==> src/rtl/tcb_pkg.sv <==
package tcb_pkg;
   localparam logic [11:0] OFF_DEPTH = 12'h004;
   localparam logic [11:0] OFF_STAT  = 12'h00C;
   localparam logic [11:0] OFF_RDAT  = 12'h010;
   localparam logic [11:0] OFF_RPTR  = 12'h014;
   localparam logic [11:0] OFF_WPTR  = 12'h018;
   localparam logic [11:0] OFF_TRG   = 12'h01C;
   localparam logic [11:0] OFF_CTL   = 12'h020;
   localparam logic [11:0] OFF_WDAT  = 12'h024;
   localparam logic [11:0] OFF_FSTAT = 12'h300;
   localparam logic [11:0] OFF_FCTL  = 12'h304;

   localparam int FC_FMT     = 0;
   localparam int FC_FLUSH   = 6;
   localparam int FC_STOP_FL = 12;
   localparam int FC_STOP_TG = 13;

   typedef enum logic [1:0] {
      CAP_IDLE  = 2'd0,
      CAP_RUN   = 2'd1,
      CAP_DRAIN = 2'd2
   } cap_state_e;
endpackage

==> src/rtl/tcb_ptr.sv <==
module tcb_ptr #(
   parameter int DEPTH = 64,
   parameter int AW    = $clog2(DEPTH)
) (
   input  logic          clk,
   input  logic          rst_n,
   input  logic          ld_i,
   input  logic [31:0]   ld_val_i,
   input  logic          inc_i,
   output logic [AW-1:0] ptr_o,
   output logic          wrap_o
);
   localparam logic [AW-1:0] LAST = AW'(DEPTH - 1);

   logic [AW-1:0] ptr_q, nxt;

   generate
      if (DEPTH == (1 << AW)) begin : g_pow2
         assign nxt = ptr_q + 1'b1;
      end else begin : g_cmp
         assign nxt = (ptr_q == LAST) ? '0 : ptr_q + 1'b1;
      end
   endgenerate

   always_ff @(posedge clk or negedge rst_n) begin
      if (!rst_n)            ptr_q <= '0;
      else if (ld_i)         ptr_q <= (ld_val_i < 32'(DEPTH)) ? ld_val_i[AW-1:0] : '0;
      else if (inc_i)        ptr_q <= nxt;
   end

   assign ptr_o  = ptr_q;
   assign wrap_o = inc_i && !ld_i && (ptr_q == LAST);


   ptr_range_chk: assert property (@(posedge clk) disable iff (!rst_n)
      int'(ptr_q) < DEPTH);
endmodule

==> src/rtl/tcb_ram.sv <==
module tcb_ram #(
   parameter int DEPTH = 64,
   parameter int DW    = 32,
   parameter int AW    = $clog2(DEPTH)
) (
   input  logic          clk,
   input  logic          we_i,
   input  logic [AW-1:0] waddr_i,
   input  logic [DW-1:0] wdata_i,
   input  logic [AW-1:0] raddr_i,
   output logic [DW-1:0] rdata_o
);
   logic [DW-1:0] mem [DEPTH];

   always_ff @(posedge clk) begin
      if (we_i) mem[waddr_i] <= wdata_i;
   end

   assign rdata_o = mem[raddr_i];
endmodule

==> src/rtl/tcb_ctrl.sv <==
module tcb_ctrl
   import tcb_pkg::*;
#(
   parameter int DW = 32,
   parameter int CW = 32
) (
   input  logic          clk,
   input  logic          rst_n,
   input  logic          start_i,
   input  logic          en_i,
   input  logic          stop_tg_i,
   input  logic          stop_fl_i,
   input  logic          flush_set_i,
   input  logic [CW-1:0] trg_load_i,
   input  logic          aligned_i,
   input  logic          tv_i,
   input  logic [DW-1:0] td_i,
   input  logic          trig_i,
   output logic          we_o,
   output logic [DW-1:0] wd_o,
   output logic          idle_o,
   output logic          flush_busy_o
);
   cap_state_e    st_q, st_d;
   logic          seen_q, seen_d, flush_q, flush_d;
   logic [CW-1:0] cnt_q, cnt_d;

   always_comb begin
      st_d    = st_q;
      seen_d  = seen_q;
      cnt_d   = cnt_q;
      flush_d = flush_q | flush_set_i;
      we_o    = 1'b0;
      wd_o    = '0;
      unique case (st_q)
         CAP_IDLE: begin
            flush_d = flush_set_i;
            if (start_i) begin
               st_d   = CAP_RUN;
               seen_d = 1'b0;
               cnt_d  = '0;
            end
         end
         CAP_RUN: begin
            if (!en_i) begin
               st_d = CAP_DRAIN;
            end else if (flush_q) begin
               if (aligned_i) begin
                  flush_d = flush_set_i;
                  if (stop_fl_i) st_d = CAP_IDLE;
               end else begin
                  we_o = 1'b1;
               end
            end else if (seen_q && cnt_q == '0 && stop_tg_i) begin
               st_d = CAP_DRAIN;
            end else begin
               if (tv_i) begin
                  we_o = 1'b1;
                  wd_o = td_i;
                  if (seen_q && cnt_q != '0) cnt_d = cnt_q - 1'b1;
               end
               if (trig_i && !seen_q) begin
                  seen_d = 1'b1;
                  cnt_d  = trg_load_i;
               end
            end
         end
         CAP_DRAIN: begin
            if (aligned_i) st_d = CAP_IDLE;
            else           we_o = 1'b1;
         end
         default: st_d = CAP_IDLE;
      endcase
   end

   always_ff @(posedge clk or negedge rst_n) begin
      if (!rst_n) begin
         st_q    <= CAP_IDLE;
         seen_q  <= 1'b0;
         cnt_q   <= '0;
         flush_q <= 1'b0;
      end else begin
         st_q    <= st_d;
         seen_q  <= seen_d;
         cnt_q   <= cnt_d;
         flush_q <= flush_d;
      end
   end

   assign idle_o       = (st_q == CAP_IDLE);
   assign flush_busy_o = flush_q;


   stop_aligned_chk: assert property (@(posedge clk) disable iff (!rst_n)
      (st_q == CAP_IDLE && $past(st_q) != CAP_IDLE) |-> aligned_i);


   flush_clear_chk: assert property (@(posedge clk) disable iff (!rst_n)
      $fell(flush_q) |-> ($past(aligned_i) || $past(st_q) != CAP_RUN));


   trig_count_chk: assert property (@(posedge clk) disable iff (!rst_n)
      (st_q == CAP_RUN && $past(st_q) == CAP_RUN && seen_q && $past(seen_q))
         |-> cnt_q <= $past(cnt_q));
endmodule

==> src/rtl/trace_capture_buf.sv <==
module trace_capture_buf
   import tcb_pkg::*;
#(
   parameter int DEPTH       = 64,
   parameter int FRAME_WORDS = 4,
   parameter int DW          = 32
) (
   input  logic        clk,
   input  logic        rst_n,
   input  logic        trc_valid,
   input  logic [31:0] trc_data,
   input  logic        trc_trig,
   input  logic        reg_wr,
   input  logic        reg_rd,
   input  logic [11:0] reg_addr,
   input  logic [31:0] reg_wdata,
   output logic [31:0] reg_rdata
);
   localparam int AW = $clog2(DEPTH);
   localparam int FB = $clog2(FRAME_WORDS);

   generate
      if (DW != 32) begin : g_bad_dw
         $error("trace_capture_buf: DW must be 32");
      end
      if (FRAME_WORDS < 2 || (1 << FB) != FRAME_WORDS) begin : g_bad_frame
         $error("trace_capture_buf: FRAME_WORDS must be a power of two >= 2");
      end
      if (DEPTH % FRAME_WORDS != 0 || DEPTH < FRAME_WORDS) begin : g_bad_depth
         $error("trace_capture_buf: DEPTH must be a multiple of FRAME_WORDS");
      end
   endgenerate

   logic          ctl_en_q, fc_fmt_q, fc_stop_fl_q, fc_stop_tg_q, full_q;
   logic [31:0]   trg_q;
   logic [AW-1:0] wp, rp;
   logic          wp_wrap, rp_wrap_unused;
   logic          hw_we, idle, flush_busy;
   logic [DW-1:0] hw_wd, ram_rd;

   wire wr_ctl  = reg_wr && reg_addr == OFF_CTL;
   wire wr_fctl = reg_wr && reg_addr == OFF_FCTL;
   wire sw_dwe  = reg_wr && reg_addr == OFF_WDAT && idle;
   wire sw_wld  = reg_wr && reg_addr == OFF_WPTR && idle;
   wire rp_ld   = reg_wr && reg_addr == OFF_RPTR;
   wire rp_inc  = reg_rd && reg_addr == OFF_RDAT;
   wire start   = wr_ctl && reg_wdata[0] && idle;
   wire aligned = (wp[FB-1:0] == '0);
   wire ram_we  = hw_we | sw_dwe;
   wire [DW-1:0] ram_wd = hw_we ? hw_wd : reg_wdata;

   always_ff @(posedge clk or negedge rst_n) begin
      if (!rst_n) begin
         ctl_en_q     <= 1'b0;
         trg_q        <= '0;
         fc_fmt_q     <= 1'b0;
         fc_stop_fl_q <= 1'b0;
         fc_stop_tg_q <= 1'b0;
         full_q       <= 1'b0;
      end else begin
         if (wr_ctl) ctl_en_q <= reg_wdata[0];
         if (reg_wr && reg_addr == OFF_TRG) trg_q <= reg_wdata;
         if (wr_fctl) begin
            fc_fmt_q     <= reg_wdata[FC_FMT];
            fc_stop_fl_q <= reg_wdata[FC_STOP_FL];
            fc_stop_tg_q <= reg_wdata[FC_STOP_TG];
         end
         if (sw_wld)       full_q <= 1'b0;
         else if (wp_wrap) full_q <= 1'b1;
      end
   end

   tcb_ptr #(.DEPTH(DEPTH), .AW(AW)) u_wptr (
      .clk(clk), .rst_n(rst_n), .ld_i(sw_wld), .ld_val_i(reg_wdata),
      .inc_i(ram_we), .ptr_o(wp), .wrap_o(wp_wrap));

   tcb_ptr #(.DEPTH(DEPTH), .AW(AW)) u_rptr (
      .clk(clk), .rst_n(rst_n), .ld_i(rp_ld), .ld_val_i(reg_wdata),
      .inc_i(rp_inc), .ptr_o(rp), .wrap_o(rp_wrap_unused));

   tcb_ram #(.DEPTH(DEPTH), .DW(DW), .AW(AW)) u_ram (
      .clk(clk), .we_i(ram_we), .waddr_i(wp), .wdata_i(ram_wd),
      .raddr_i(rp), .rdata_o(ram_rd));

   tcb_ctrl #(.DW(DW), .CW(32)) u_ctrl (
      .clk(clk), .rst_n(rst_n), .start_i(start), .en_i(ctl_en_q),
      .stop_tg_i(fc_stop_tg_q), .stop_fl_i(fc_stop_fl_q),
      .flush_set_i(wr_fctl && reg_wdata[FC_FLUSH]), .trg_load_i(trg_q),
      .aligned_i(aligned), .tv_i(trc_valid), .td_i(trc_data), .trig_i(trc_trig),
      .we_o(hw_we), .wd_o(hw_wd), .idle_o(idle), .flush_busy_o(flush_busy));

   always_comb begin
      reg_rdata = '0;
      unique case (reg_addr)
         OFF_DEPTH: reg_rdata = {1'b0, 31'(DEPTH)};
         OFF_STAT:  reg_rdata = {31'b0, full_q};
         OFF_RDAT:  reg_rdata = ram_rd;
         OFF_RPTR:  reg_rdata = 32'(rp);
         OFF_WPTR:  reg_rdata = 32'(wp);
         OFF_TRG:   reg_rdata = trg_q;
         OFF_CTL:   reg_rdata = {31'b0, ctl_en_q};
         OFF_FSTAT: reg_rdata = {30'b0, idle, 1'b0};
         OFF_FCTL: begin
            reg_rdata[FC_FMT]     = fc_fmt_q;
            reg_rdata[FC_FLUSH]   = flush_busy;
            reg_rdata[FC_STOP_FL] = fc_stop_fl_q;
            reg_rdata[FC_STOP_TG] = fc_stop_tg_q;
         end
         default:   reg_rdata = '0;
      endcase
   end


   full_rise_chk: assert property (@(posedge clk) disable iff (!rst_n)
      $rose(full_q) |-> (wp == '0));
endmodule

==> config.mk <==
export PLATFORM = sky130hd
export DESIGN_NAME = trace_capture_buf
export DESIGN_NICKNAME = d
export VERILOG_FILES = /design/src/rtl/tcb_pkg.sv /design/src/rtl/tcb_ptr.sv /design/src/rtl/tcb_ram.sv /design/src/rtl/tcb_ctrl.sv /design/src/rtl/trace_capture_buf.sv
export SDC_FILE = /design/constraint.sdc
export NUM_CORES = 2
export LEC_CHECK = 0
export BUFFER_PORTS_ARGS = -buffer_cell sky130_fd_sc_hd__buf_2
export CORE_AREA = 2 2 395 397
export CTS_BUF_LIST = sky130_fd_sc_hd__clkbuf_4 sky130_fd_sc_hd__clkbuf_8
export DETAILED_ROUTE_END_ITERATION = 8
export DIE_AREA = 0 0 397 399
export PLACE_DENSITY = 0.73
export SYNTH_ARGS = -nofsm -noshare
export SYNTH_HDL_FRONTEND = slang
export SYNTH_SLANG_ARGS = --single-unit
==> constraint.sdc <==
create_clock -name clk -period 4.64 [get_ports clk]
set_input_delay 1.16 -clock clk [delete_from_list [all_inputs] [get_ports clk]]
set_output_delay 1.16 -clock clk [all_outputs]
set_load 0.1 [all_outputs]
# [Word level (Yosys, flattened, before mapping)]
# Memories as Yosys holds them, arrays and structs flattened.
# Cells that the tools add are included.
[word_totals] n_memories=1 elab_cells=127 ramBits=2048 regBits=85
[classes] n_eq_ne=24 n_reduce_logical=31 n_addsub=3 bitwise=2 n_lt_le_gt_ge=1 muxes=53
[memory_table] memory="u_ram.mem" depth=64 width=32 rd=1 rd_clocked_by_memory_dff=0 wr=1 line="tcb_ram.sv:13" text="logic [DW-1:0] mem [DEPTH];"
[op_table] op="32-bit 2-to-1 mux" n=13
[op_table] op="32-bit one-hot mux with 2 select lines" n=1
[op_table] op="12-bit by 5-bit == test with 1-bit output, second input constant" n=4
[op_table] op="18-bit one-hot mux with 2 select lines" n=1
[op_table] op="32-bit zero test" n=1
[op_table] op="32-bit by 7-bit less-than comparator with 1-bit output, second input constant" n=1
[op_table] op="32-bit nonzero test" n=1
[op_table] op="32-bit by 1-bit subtractor with 32-bit output, second input constant" n=1
[op_table] op="6-bit 2-to-1 mux" n=5
[op_table] op="5-bit one-hot mux with 5 select lines" n=1
[op_table] op="12-bit by 10-bit == test with 1-bit output, second input constant" n=2
[op_table] op="12-bit by 6-bit == test with 1-bit output, second input constant" n=2
[op_table] op="1-bit logical AND" n=18
[op_table] op="1-bit 2-to-1 mux" n=17
[op_table] op="2-bit 2-to-1 mux" n=7
[op_table] op="6-bit by 1-bit adder with 6-bit output, second input constant" n=2
[op_table] op="12-bit by 3-bit == test with 1-bit output, second input constant" n=1
[op_table] op="12-bit by 4-bit == test with 1-bit output, second input constant" n=1
[op_table] op="2-bit one-hot mux with 3 select lines" n=2
[op_table] op="5-bit one-hot mux with 2 select lines" n=1
[op_table] op="2-bit != test, second input constant" n=4
[op_table] op="4-bit != test, second input constant" n=2
[op_table] op="2-bit nonzero test" n=4
[op_table] op="1-bit one-hot mux with 7 select lines" n=1
[op_table] op="other kinds (15)" n=21

# [Longest topological paths before layout]
[depth] depth_word=12 ltp_mapped=12 mapped_depth_nobuf=8

# [Modules after synthesis]
# From an unflattened synthesis, not the netlist that was laid out.
[unflattened] hier_cells=3944 hier_area_um2=84177.0
[modules_own_cells] mod="tcb_ram" cells_each=3292 seq_area_each_um2=61499.0 area_per_inst_um2=77874.7 n_inst=1
[modules_own_cells] mod="tcb_ctrl" cells_each=356 seq_area_each_um2=900.9 area_per_inst_um2=2829.0 n_inst=1
[modules_own_cells] mod="trace_capture_buf" cells_each=222 seq_area_each_um2=925.9 area_per_inst_um2=2605.0 n_inst=1
[modules_own_cells] mod="tcb_ptr" cells_each=37 seq_area_each_um2=150.1 area_per_inst_um2=434.2 n_inst=2

# [Worst setup path after synthesis]
# OpenSTA, ideal clock, no wires.
[synth_path] kind="input -> output" start="input port reg_addr[2]" end="output port reg_rdata[11]" cell_stages=7 path_slack_ns=-1.037 required_ns=3.480 arrival_time_ns=4.517 path_cell_list="buf_6 nor4_4 nand4_1 or2_2 clkbuf_1 clkbuf_1 o21ai_0"
[synth_via] elab_chain_cells=2
[synth_rtl] element="start: declaration" line="trace_capture_buf.sv:15" text="input logic [11:0] reg_addr,"
[synth_rtl] element="12-bit by 5-bit == test with 1-bit output" line="trace_capture_buf.sv:94" text="unique case (reg_addr)"
[synth_rtl] element="5-bit one-hot mux with 2 select lines (*)" line="trace_capture_buf.sv:94"
[synth_rtl] element="end: declaration" line="trace_capture_buf.sv:17" text="output logic [31:0] reg_rdata"
# Every way passes the cells marked *; elsewhere a longest branch is shown, timed or not.

# [Final worst setup path]
[layout_path] start="register u_rptr.ptr_q[0] (netlist: u_rptr.ptr_o[0])" end="output port reg_rdata[25]"
[layout_via] elab_chain_cells=2
[layout_rtl] element="start: declaration" line="tcb_ptr.sv:15" text="logic [AW-1:0] ptr_q, nxt;"
[layout_rtl] element="start signal: assignment" line="tcb_ptr.sv:27" text="else if (ld_i) ptr_q <= (ld_val_i < 32'(DEPTH)) ? ld_val_i[AW-1:0] : '0;"
[layout_rtl] element="start signal: assignment" line="tcb_ptr.sv:28" text="else if (inc_i) ptr_q <= nxt;"
[layout_rtl] element="memory 64 x 32 bit"
[layout_rtl] element="18-bit one-hot mux with 2 select lines" line="trace_capture_buf.sv:94"
# No other way between the ends.

==> metrics.txt <==
status=finished with violations; failing checks=negative setup slack; final setup margin=-0.659 ns; Max stage delay on crit path=0.60 ns; hold crit path type=in2async; Worst Path Buf+Inv=3; delay-heaviest family, CP=compound AO/OA/AOI/OAI gates; Clock Pin Slew Worst Setup and Hold Paths=0.07 ns; headroom to the max-slew limit=16.9%; flop and latch count out of synthesis=2133; crit path cell chain=buf_8 -> buf_16 -> mux4_2 -> a21o_1 -> a222oi_1 -> o21ai_2 -> a221o_2 -> buf_12; Worst Reg-to-Reg Cells=7; minimum clock period=5.30 ns; antenna violations before repair=6; Post-Synthesis Cells=4213; FF-to-FF setup slack=0.71 ns; Flop pwr share=56.6%; combinational power share=1.8%; clock sink count=2133; top_reg_cell synth=edfxtp_1; fmax=0.189 GHz; Fin Setup TNS=-14.21 ns; Mapped Area=84200 um^2; # nets final=4996; register area=63600 um^2; # fillers=9535; Multi-input gate area=20900 um^2; Placement Rows=144; slowest cell on the critical path=a222oi_1; RSZ-0062 raised after global routing=yes; Avg WL per Cell=33.1 um; final hold vios=0; sw frac=20.3%; layout cells sized above 1=35.9%; syn avg cell area=20.0 um^2; Top Ports=114; total CTS buffers=335; DRC viols=0; worst skew pair latency=1.04 ns; Critical R2R Capture=u_ram.mem[51][13]; most frequent cells in the layout=edfxtp_1 (2048), mux4_2 (404), clkbuf_8 (345); Peak VDD IR=0.237 mV; largest net degree at the start of global routing=66; setup violators final=32; DRT antenna net count=0; Power Total=37.3 mW; syn nets=4303; max-cap check violation count=0; sequential area share after synthesis=75.6%; P_int=29.7 mW; Placed Area=91300 um^2; leakage power=32.3 nW; WS Path Type=reg2out; top cells by area, synth=edfxtp_1 (73%), mux4_2 (11%), mux2i_1 (3.9%); clock skew=0.0656 ns; vias in the first global route=47000; pwr/cell area=370 nW/um^2; Warnings, synthesis=0; Via density=6.67; Total GRT Usage=30.0%; leading cell type in the layout, fill and taps excluded=edfxtp_1; post-synthesis cell type count=86; post-synthesis async set-or-reset flop share=3.98%; hpwl dp=138 mm; Pre-Repair DR Iteration Count=6; first-pass GRT wire length=336 mm; Psw=7.58 mW; Slew @ Worst Pin=1.25 ns; vias=48000; drt total wl=238 mm; die area=158000 um^2; die width=397 um; number of cells on the critical path=8; grt ovf=0; Worst R2R Start=u_ctrl.cnt_q[21]; EDFF count, synth=2048; area grow syn2layout=19.8%; Initial Util=54.8%; H-tree level count=5; crit end category=primary output; worst-path fanout max=12; Clk pwr share=41.6%; final core utilization=65.6%; initial DRC count=7506; data required time of the worst path=3.48 ns; Synth top area share=73.0%; CTS tree=yes; final hold slack=0.279 ns; final-report max-slew violation count=0; critical path data arrival time=4.14 ns; Die H=399 um; Core ar.=154000 um^2; fin area=101000 um^2; Root Buffer=clkbuf_8; PortBufs=113; Yosys top cell by area=edfxtp_1; period utilisation layout=114%; routability cong.=0.937; critical path startpoint category=flop; clk buf depth=4
through the flow:
| stage | cells | worst slack, ns |
|---|---|---|
| 3_3_place_gp | 6478 | -0.147 |
| 2_1_floorplan | 4213 | -0.475 |
| 4_1_cts | 7160 | -0.617 |
| 6_report | 7194 | -0.659 |
| 3_5_place_dp | 6478 | -0.0719 |
| 5_1_grt | 7193 | -0.683 |
worst register-to-register path: cells and delay by family, from the launching register on:
family | cells | cell delay [ns]
AND/OR/NAND/NOR | 4 | 1.91
buffers and inverters | 2 | 0.60
AO/OA/AOI/OAI | 1 | 0.86
flip-flops | 1 | 0.39
synth_stat cells (7+ instances only):
library cell,instances
o211ai_1,10
inv_1,18
ha_1,8
edfxtp_1,2048
mux4_2,404
mux2_2,34
nand4_1,13
clkbuf_1,87
nor4_1,20
a21o_1,12
nand2_1,106
buf_2,94
a21oi_1,81
nor2_1,140
buf_4,28
o221ai_1,18
a22oi_1,33
a221o_1,17
o21ai_0,108
o22ai_1,99
a2111oi_0,19
buf_1,25
and2_1,7
a31oi_1,10
buf_6,10
o21ai_2,18
nor3_1,61
mux2i_1,329
dfrtp_1,85
a221oi_1,46
and3_1,16
a22o_1,38
a222oi_1,12
nor2b_1,7
a211oi_1,7
nand3_1,38
or3_1,10
state kept, by name, indices dropped and copies added (netlist names):
register and count:
fc_fmt_q 1, u_wptr.ptr_o 6, u_ctrl.st_q 2, u_ctrl.flush_busy_o 1, full_q 1, u_ctrl.seen_q 1, fc_stop_fl_q 1, u_rptr.ptr_o 6
u_ctrl.cnt_q 32, fc_stop_tg_q 1, trg_q 32, ctl_en_q 1, u_ram.mem 2048
cell type report:
cell class / count / area share (%)
Antenna cell: 3 / 0.00744
Timing Repair Buffer: 604 / 7.21
Clock inverter: 135 / 0.939
Clock buffer: 443 / 5.44
Tap cell: 2044 / 2.53
Inverter: 19 / 0.0794
Sequential cell: 2133 / 63.1
Multi-Input combinational cell: 1813 / 20.7
power groups by stage:
stage / clock network [mW] / registers [mW] / logic, mW
final: 15.5 / 21.1 / 0.675
after detailed placement: 0 / 21.5 / 0.624
after floorplan: 0 / 21.5 / 0.281
after CTS: 15.6 / 21.1 / 0.652
after global routing: 16.4 / 21.1 / 0.714
after global placement: 0 / 21.5 / 0.601
cells by family (layout without fill, tap and decap cells):
kind of cell	after synthesis	count (layout)	share of synthesized area, %
and+or+nand+nor	466	466	2.79
xor gates and xnor gates	6	6	0.0624
other	0	3	0
buffers and inverters	267	1201	1.59
muxes	767	767	15.2
adders and majority gates	8	8	0.119
AOI/OAI and AO/OA	566	566	4.70
DFF	2133	2133	75.6
layer usage:
layer / wire length (um) / GRT usage [%] / vias to the layer above
met5: 27 / 0 / -
met1: 87400 / 41.4 / 24800
met3: 31500 / 8.58 / 528
met2: 111000 / 45.9 / 3574
li1: - / - / 19100
met4: 8190 / 11.1 / 4
worst max path at each step:
stage,end,start,slack [ns]
global route,reg_rdata[25],u_rptr.ptr_o[0],-0.68
floorplan,reg_rdata[6],reg_addr[10],-0.48
global placement,reg_rdata[30],reg_addr[10],-0.15
finish,reg_rdata[25],u_rptr.ptr_o[0],-0.66
detailed placement,reg_rdata[31],reg_addr[0],-0.07
CTS,reg_rdata[25],u_rptr.ptr_o[1],-0.62
repair_timing:
| action | in CTS | in global routing |
|---|---|---|
| pin swaps | 34 | 44 |
| gates cloned | 20 | 2 |
| hold buffers | 0 | 0 |
| setup endpoints to repair | 32 | 32 |
| gates resized for setup | 188 | 150 |
| setup buffers | 85 | 36 |
No activity file was read; power rests on OpenSTA's default activity.
